$ cat config.mk
export PLATFORM = sky130hd
export DESIGN_NAME = adc_sar_seq
export DESIGN_NICKNAME = d
export VERILOG_FILES = /design/src/rtl/adc_pkg.sv /design/src/rtl/adc_conv_timer.sv /design/src/rtl/adc_sar_core.sv /design/src/rtl/adc_sar_seq.sv
export SDC_FILE = /design/constraint.sdc
export NUM_CORES = 1
export LEC_CHECK = 0
export BUFFER_PORTS_ARGS = -buffer_cell sky130_fd_sc_hd__buf_2
export CORE_ASPECT_RATIO = 1.5
export CORE_UTILIZATION = 35
export DETAILED_ROUTE_END_ITERATION = 12
export SLEW_MARGIN = 30
export SYNTH_ARGS = -nofsm -noshare
export SYNTH_HDL_FRONTEND = slang
export SYNTH_SLANG_ARGS = --single-unit
$ cat constraint.sdc
create_clock -name clk -period 3.7 [get_ports clk]
set_input_delay 0.74 -clock clk [delete_from_list [all_inputs] [get_ports clk]]
set_output_delay 0.74 -clock clk [all_outputs]
set_load 0.03 [all_outputs]
$ cat src/rtl/adc_pkg.sv
package adc_pkg;

  // sequencer phases of one chip-select window
  typedef enum logic [2:0] {
    ST_IDLE = 3'd0,  // waiting for the start marker
    ST_CMD  = 3'd1,  // shifting in the control byte
    ST_EXT  = 3'd2,  // search paced by SCLK
    ST_INT  = 3'd3,  // search paced by the conversion tick
    ST_RD   = 3'd4,  // internal-mode result readout
    ST_HOLD = 3'd5   // nothing left to do until cs_n rises
  } seq_state_t;

endpackage

$ cat src/rtl/adc_conv_timer.sv
module adc_conv_timer #(
  parameter int DIV = 8
) (
  input  logic clk,
  input  logic rst_n,
  input  logic run,
  output logic tick
);
  localparam int CW = (DIV > 1) ? $clog2(DIV) : 1;

  logic [CW-1:0] cnt, cnt_n;

  always_comb begin
    cnt_n = cnt;
    tick  = 1'b0;
    if (!run) begin
      cnt_n = '0;
    end else if (cnt == CW'(DIV - 1)) begin
      cnt_n = '0;
      tick  = 1'b1;
    end else begin
      cnt_n = cnt + 1'b1;
    end
  end

  always_ff @(posedge clk or negedge rst_n) begin
    if (!rst_n) cnt <= '0;
    else        cnt <= cnt_n;
  end

endmodule

$ cat src/rtl/adc_sar_core.sv
module adc_sar_core #(
  parameter int W = 8
) (
  input  logic         clk,
  input  logic         rst_n,
  input  logic         clr,
  input  logic         start,
  input  logic         step,
  input  logic         cmp,
  output logic [W-1:0] dac,
  output logic         busy,
  output logic         done
);
  localparam int IW = $clog2(W);

  logic [W-1:0]  dac_n;
  logic [IW-1:0] idx, idx_n;
  logic          busy_n, done_n;

  always_comb begin
    dac_n  = dac;
    idx_n  = idx;
    busy_n = busy;
    done_n = 1'b0;
    if (clr) begin
      if (busy) dac_n = '0;  // partial word is dropped
      busy_n = 1'b0;
    end else if (start) begin
      dac_n        = '0;
      dac_n[W-1]   = 1'b1;
      idx_n        = IW'(W - 1);
      busy_n       = 1'b1;
    end else if (step && busy) begin
      if (!cmp) dac_n[idx] = 1'b0;
      if (idx != '0) begin
        dac_n[idx - 1'b1] = 1'b1;
        idx_n             = idx - 1'b1;
      end else begin
        busy_n = 1'b0;
        done_n = 1'b1;
      end
    end
  end

  always_ff @(posedge clk or negedge rst_n) begin
    if (!rst_n) begin
      dac  <= '0;
      idx  <= '0;
      busy <= 1'b0;
      done <= 1'b0;
    end else begin
      dac  <= dac_n;
      idx  <= idx_n;
      busy <= busy_n;
      done <= done_n;
    end
  end

endmodule

$ cat src/rtl/adc_sar_seq.sv
module adc_sar_seq #(
  parameter int RES      = 8,
  parameter int CONV_DIV = 8
) (
  input  logic           clk,
  input  logic           rst_n,
  input  logic           sclk,
  input  logic           cs_n,
  input  logic           din,
  input  logic           cmp_in,
  output logic           dout,
  output logic           dout_oe,
  output logic           track_en,
  output logic [2:0]     chan_sel,
  output logic [RES-1:0] dac_code,
  output logic [1:0]     ref_ctl,
  output logic           pwr_down
);
  import adc_pkg::*;

  localparam int CB        = 8;                 // control byte length incl. start
  localparam int TRK_ON    = 3;                 // count before falling edge 4
  localparam int CB_LAST   = CB - 1;            // count before falling edge 8
  localparam int EXT_TRIAL = CB + RES - 3;      // count before post-byte fall 6
  localparam int OUT_LO    = CB + RES - 1;      // count before post-byte fall 8
  localparam int OUT_HI    = CB + 2 * RES - 2;  // count before post-byte fall 15
  localparam int CNT_MAX   = OUT_HI + 1;
  localparam int FW        = $clog2(CNT_MAX + 1);
  localparam int IW        = $clog2(RES);
  localparam int OW        = $clog2(RES + 1);

  // reset: asynchronous assert, synchronous release
  logic [1:0] rs_q;
  logic       rst_s;
  always_ff @(posedge clk or negedge rst_n) begin
    if (!rst_n) rs_q <= 2'b00;
    else        rs_q <= {rs_q[0], 1'b1};
  end
  assign rst_s = rs_q[1];

  seq_state_t    st, st_n;
  logic [FW-1:0] fcnt, fcnt_n;
  logic [6:0]    shreg, shreg_n;
  logic [OW-1:0] ocnt, ocnt_n;
  logic [2:0]    chan, chan_n;
  logic [1:0]    refc, refc_n;
  logic          trk, trk_n, pd, pd_n, dout_r, dout_n, sclk_q;
  logic          rise, fall, sar_start, sar_step, sar_clr;
  logic          tick, busy, done;
  logic [IW-1:0] oidx, ridx;
  logic [RES-1:0] dac;

  assign rise = sclk & ~sclk_q & ~cs_n;
  assign fall = ~sclk & sclk_q & ~cs_n;
  assign oidx = IW'(OUT_HI) - fcnt[IW-1:0];
  assign ridx = IW'(RES - 1) - ocnt[IW-1:0];

  adc_conv_timer #(.DIV(CONV_DIV)) u_tmr (
    .clk(clk), .rst_n(rst_s), .run(st == ST_INT), .tick(tick)
  );

  adc_sar_core #(.W(RES)) u_sar (
    .clk(clk), .rst_n(rst_s), .clr(sar_clr), .start(sar_start),
    .step(sar_step), .cmp(cmp_in), .dac(dac), .busy(busy), .done(done)
  );

  always_comb begin
    st_n      = st;
    fcnt_n    = fcnt;
    shreg_n   = shreg;
    ocnt_n    = ocnt;
    chan_n    = chan;
    refc_n    = refc;
    trk_n     = trk;
    pd_n      = pd;
    dout_n    = dout_r;
    sar_start = 1'b0;
    sar_step  = 1'b0;
    sar_clr   = 1'b0;
    if (cs_n) begin
      st_n    = ST_IDLE;
      trk_n   = 1'b0;
      dout_n  = 1'b0;
      sar_clr = 1'b1;
    end else begin
      case (st)
        ST_IDLE: begin
          if (rise && din) begin
            st_n   = ST_CMD;
            fcnt_n = '0;
          end
        end
        ST_CMD: begin
          if (rise) shreg_n = {shreg[5:0], din};
          if (fall) begin
            fcnt_n = fcnt + 1'b1;
            if (fcnt == FW'(TRK_ON)) begin
              trk_n  = 1'b1;
              chan_n = shreg[2:0];
            end
            if (fcnt == FW'(CB_LAST)) begin
              trk_n  = 1'b0;
              chan_n = shreg[6:4];
              refc_n = shreg[2:1];
              pd_n   = shreg[0];
              if (shreg[0]) begin
                st_n = ST_HOLD;
              end else if (shreg[3]) begin
                st_n      = ST_INT;
                sar_start = 1'b1;
              end else begin
                st_n = ST_EXT;
              end
            end
          end
        end
        ST_EXT: begin
          if (fall) begin
            if (fcnt != FW'(CNT_MAX)) fcnt_n = fcnt + 1'b1;
            if (fcnt == FW'(EXT_TRIAL)) sar_start = 1'b1;
            if (fcnt >= FW'(OUT_LO) && fcnt <= FW'(OUT_HI)) dout_n = dac[oidx];
            else                                             dout_n = 1'b0;
          end
          if (rise && busy) sar_step = 1'b1;
        end
        ST_INT: begin
          sar_step = tick;
          if (done) begin
            st_n   = ST_RD;
            dout_n = dac[RES-1];
            ocnt_n = OW'(1);
          end
        end
        ST_RD: begin
          if (fall) begin
            if (ocnt < OW'(RES)) begin
              dout_n = dac[ridx];
              ocnt_n = ocnt + 1'b1;
            end else begin
              dout_n = 1'b0;
            end
          end
        end
        default: ;
      endcase
    end
  end

  always_ff @(posedge clk or negedge rst_s) begin
    if (!rst_s) begin
      st     <= ST_IDLE;
      fcnt   <= '0;
      shreg  <= '0;
      ocnt   <= '0;
      chan   <= '0;
      refc   <= '0;
      trk    <= 1'b0;
      pd     <= 1'b0;
      dout_r <= 1'b0;
      sclk_q <= 1'b0;
    end else begin
      st     <= st_n;
      fcnt   <= fcnt_n;
      shreg  <= shreg_n;
      ocnt   <= ocnt_n;
      chan   <= chan_n;
      refc   <= refc_n;
      trk    <= trk_n;
      pd     <= pd_n;
      dout_r <= dout_n;
      sclk_q <= sclk;
    end
  end

  assign dout     = dout_r;
  assign dout_oe  = ~cs_n;
  assign track_en = trk;
  assign chan_sel = chan;
  assign dac_code = dac;
  assign ref_ctl  = refc;
  assign pwr_down = pd;

endmodule

* After elaboration in Yosys (flattened, before gate mapping) *
Cells that the tools add are included.

cells by class
  magnitude comparators = 9
  multiplexer cells = 74
  bitwise gates (word level) = 11
  add/subtract/negate cells = 6
  reduce and logical (&&, ||, !) cells = 30
  equal/unequal tests = 24

operators by type and width
  cell                                                                          count
  8-bit two-way mux                                                             9
  3-bit two-way mux                                                             13
  1-bit two-way mux                                                             35
  5-bit two-way mux                                                             4
  3-bit inequality test, second input constant                                  6
  3-bit by 4-bit less-than comparator with 1-bit output, second input constant  4
  5-bit case mux with 3 select lines                                            1
  4-bit two-way mux                                                             3
  2-bit inequality test, second input constant                                  6
  4-bit AND reduction                                                           3
  2-bit nonzero test                                                            6
  3-bit nonzero test                                                            4
  5-bit AND reduction                                                           2
  3-bit case mux with 3 select lines                                            1
  3-bit AND reduction                                                           3
  8-bit AND                                                                     1
  8-bit inverter                                                                1
  8-bit OR                                                                      1
  4-bit case mux with 2 select lines                                            1
  4-bit nonzero test                                                            2
  1-bit binary-select mux with 3-bit select                                     2
  1-bit demux with 3-bit select                                                 2
  3-bit by 2-bit == test with 1-bit output, second input constant               2
  3-bit == test, second input constant                                          2
  other kinds (24)                                                              40

storage, ports and cells
  output and inout port bits = 17
  input port bits = 6
  logic and storage cells = 170
  register bits after elaboration = 46

* Longest topological paths before layout *
  depth after elaboration = 16
  gate-level depth with buffers = 8
  gate-level depth less buffers = 7

* Modules after synthesis *
A second synthesis with hierarchy kept.

unflattened totals
  cells, all modules = 276
  area, all modules = 2,725.1 sq um

modules (own cells, without submodules)
  module          instances  sequential area each (sq um)  area each (sq um)  cells each
  adc_sar_seq     1          750.7                         1,826.8            182
  adc_sar_core    1          325.3                         763.2              85
  adc_conv_timer  1          75.1                          135.1              9

* Worst setup path after synthesis *
OpenSTA, ideal clock, no wires.

  path kind = input port to flip-flop
  start = in cs_n
  end = reg shreg[0]
  required time = 3,575 ps
  buffers on the path = 1
  stages on the path = 4
  path slack = 1,640 ps
  arrival = 1,936 ps
  library setup time = 125 ps
  cell sequence = buf_2 > clkinv_1 > nand4_1 > mux2_2

between the ends
  word-level cells in the longest chain between the ends = 3

ends and longest elaborated chain
  element                                 RTL line            RTL
  from (decl)                             adc_sar_seq.sv:8    input logic cs_n,
  1-bit inverter (no source line) *       n/a
  net dout_oe                             adc_sar_seq.sv:12   output logic dout_oe,
  1-bit AND                               adc_sar_seq.sv:53   assign rise = sclk & ~sclk_q & ~cs_n;
  3-bit AND reduction (no source line) *  n/a
  to (signal assigned)                    adc_sar_seq.sv:164  shreg <= shreg_n;
  to (decl)                               adc_sar_seq.sv:43   logic [6:0] shreg, shreg_n;

The timed path passes the listed nets; every way through them passes the cells marked *.
A chain may end at the register's enable or synchronous reset.

* Final worst setup path *
  start = in cs_n
  end = out dout_oe

between the ends
  word-level cells in the longest chain between the ends = 1

ends and longest elaborated chain
  element                          RTL line
  1-bit inverter (no source line)  n/a
  to (decl)                        adc_sar_seq.sv:12

No other way between the ends.

==> out/results.ini <==
[clocking]
cts_buffer_depth=2
cts_resized=0
hold_buffers=0
path_clk_slew_ns=0.09
htree_levels=2
cts-root-buf=clkbuf_8
cts_made_buffers=5
post_cts_buffers=0
clkLatencyLatePin_ns=0.31
clkSinkCount=46
cts_tree=done

[power]
p_seq_frac=0.598
p_switching_uw=223
clkPwrFrac=0.350
ir_drop_uv=180
power_density_nw_per_um2=302
combPwrFrac=0.052
p_sw_frac=0.252
p_leak_uw=0.00128
p_int_uw=660

[synthesis]
ys_ff_latch=46
syn_area_um2=2660
ys_top_cells_by_count=dfrtp_1 (46), nand2_1 (28), o21ai_0 (20), a21oi_1 (19), nor2_1 (17)
synth-main-ff-cell=dfrtp_1
synth.area.top_cells=dfrtp_1 (43%), ha_1 (4.7%), nand2_1 (3.9%)
syn_inst=264
synth_area_leader_cell=dfrtp_1
synth-edff-count=0
synth.avg_cell_area_um2=10.1
synth-seq-area-share=0.432
synth.most_common_cell=dfrtp_1
syn-num-nets=280
async_flop_share=1.00
synth_cell_types=65
yosysWarnings=0
synth_top_area_frac=0.432

[outcome]
status=finished, final reports clean

[place]
dp_hpwl_mm=4.40
dp_slack_ns=1.15
place_congestion=0.824
place.port_buffers=22

[grt]
use_met1=0.194
grt_pass1_wl_mm=10.2
grt_pass1_vias=2068
use_met2=0.309
overflow=0
antenna_found_initial=0
use_met3=0.0268
grt-busiest-layer=met2
grt_max_degree=45
grt_use_total=0.170

[timing]
period_needed_ns=2.45
fin_skew_ns=0.00743
drv_slew=0
period_share=0.663
timing.setup.tns_ns=0
fmax_mhz=407
slew_headroom=0.401
worst_hold_slack_ns=0.196
worst_slew_pin_slew_ns=0.885
rsz0062_at_grt=no
finalWorstSetupSlack_ns=1.25
setup_viol=0
finalHoldViolCount=0

[drt]
postRouteAntennaNets=0
viasPerCell=5.25
route.vias.total=2011
firstDrtPassIters=4
drtIter0Drc=121
drc_errors=0
wl_per_cell_um=15.5
wl_mm=5.93

[finish]
nets=298
nFillCells=715
diodes=0
seqCellArea_um2=1150
area_growth_pct=9.73
multi_input_area_um2=1400
drive_gt1_frac=0.198

[min_path]
min_path_type=in -> async

[die]
num_rows=38
start_util=0.366
die-area_um2=7970
core_um2=7270
die_y_um=109
die_width_um=73.2
pin_count=23

[worst_setup_path]
critPathCaptureType=output port
cp_max_fo=22
critical_path_arrival_ns=1.71
r2r_setup_slack_ns=1.26
crit_required_ns=2.96
crit_type=in -> out
crit_path_start_kind=input pin

[job]
maxCapViolCount=0

-- registers in the layout, summed over array words and instances (netlist names) --
name        flops
fcnt            5
dout            1
chan_sel        3
sclk_q          1
u_sar.dac       8
u_sar.busy      1
u_tmr.cnt       3
track_en        1
ref_ctl         2
shreg           7
pwr_down        1
rs_q            2
u_sar.idx       3
ocnt            4
st              3
u_sar.done      1
-- kinds of logic after synthesis --
group	count (synthesis)	share of synthesized area
and+or+nand+nor	91	0.191
AOI/OAI and AO/OA	75	0.194
DFF	46	0.432
buffers and inverters	22	0.0404
muxes	17	0.0869
adders and majority gates	10	0.0470
xor gates and xnor gates	2	0.00658
other	1	0.00141
-- routing by layer --
| layer | up-vias | part of all wire |
|---|---|---|
| li1 | 1003 | - |
| met1 | 973 | 0.41 |
| met2 | 27 | 0.54 |
| met3 | 8 | 0.026 |
| met4 | 0 | 0.020 |
| met5 | - | 0 |
-- placed cells by master, fill, tap and decap left out, types with 4 or more instances in the layout --
cell / count
clkbuf_8: 5
inv_1: 9
mux2_2: 9
nand2_1: 28
nand2b_1: 8
mux4_2: 4
buf_2: 22
a31oi_1: 7
a21oi_1: 19
dfrtp_1: 45
o21ai_0: 20
nor3_1: 4
mux2i_1: 4
nand3_1: 5
ha_1: 10
nor2_1: 17
-- path summary, 6_finish.rpt --
| check | startpoint | depth (start not counted) | to |
|---|---|---|---|
| min in group clk | rs_q[0] | 0 | rs_q[1] |
| max | cs_n | 3 | dout_oe |
| min | rst_n | 1 | rs_q[1] |
| max reg2reg | fcnt[0] | 6 | u_sar.idx[0] |
| max in group asynchronous | rs_q[1] | 0 | fcnt[3] |
| min reg2reg | rs_q[1] | 0 | u_tmr.cnt[2] |
-- cell type report --
type	instances	area share
well taps	100	0.0428
repair buffers	22	0.0377
flip-flops and latches	46	0.395
clock inverters	2	0.00471
inverters	11	0.0141
multi-input cells	196	0.481
clock buffers	6	0.0248
-- through the flow --
step / util / power [µW] / area [µm²] / std cells
2_1_floorplan: - / 567 / 2660 / 264
3_3_place_gp: 0.389 / 584 / 2830 / 375
3_5_place_dp: 0.390 / 585 / 2840 / 375
4_1_cts: 0.402 / 899 / 2920 / 383
5_1_grt: 0.402 / 927 / 2920 / 383
6_report: 0.402 / 883 / 2920 / 383
-- power groups by stage --
stage          clock [µW]  combinational (µW)  sequential, µW
3_5_place_dp            0                45.8             540
5_1_grt               343                51.1             532
4_1_cts               323                46.0             529
2_1_floorplan           0                34.0             533
6_report              309                45.8             528
3_3_place_gp            0                45.2             539
-- critical path: stages --
cell      delay, ns
buf_2          0.37
clkinv_1       0.33
buf_2          0.26
(Power assumes the default switching activity.)
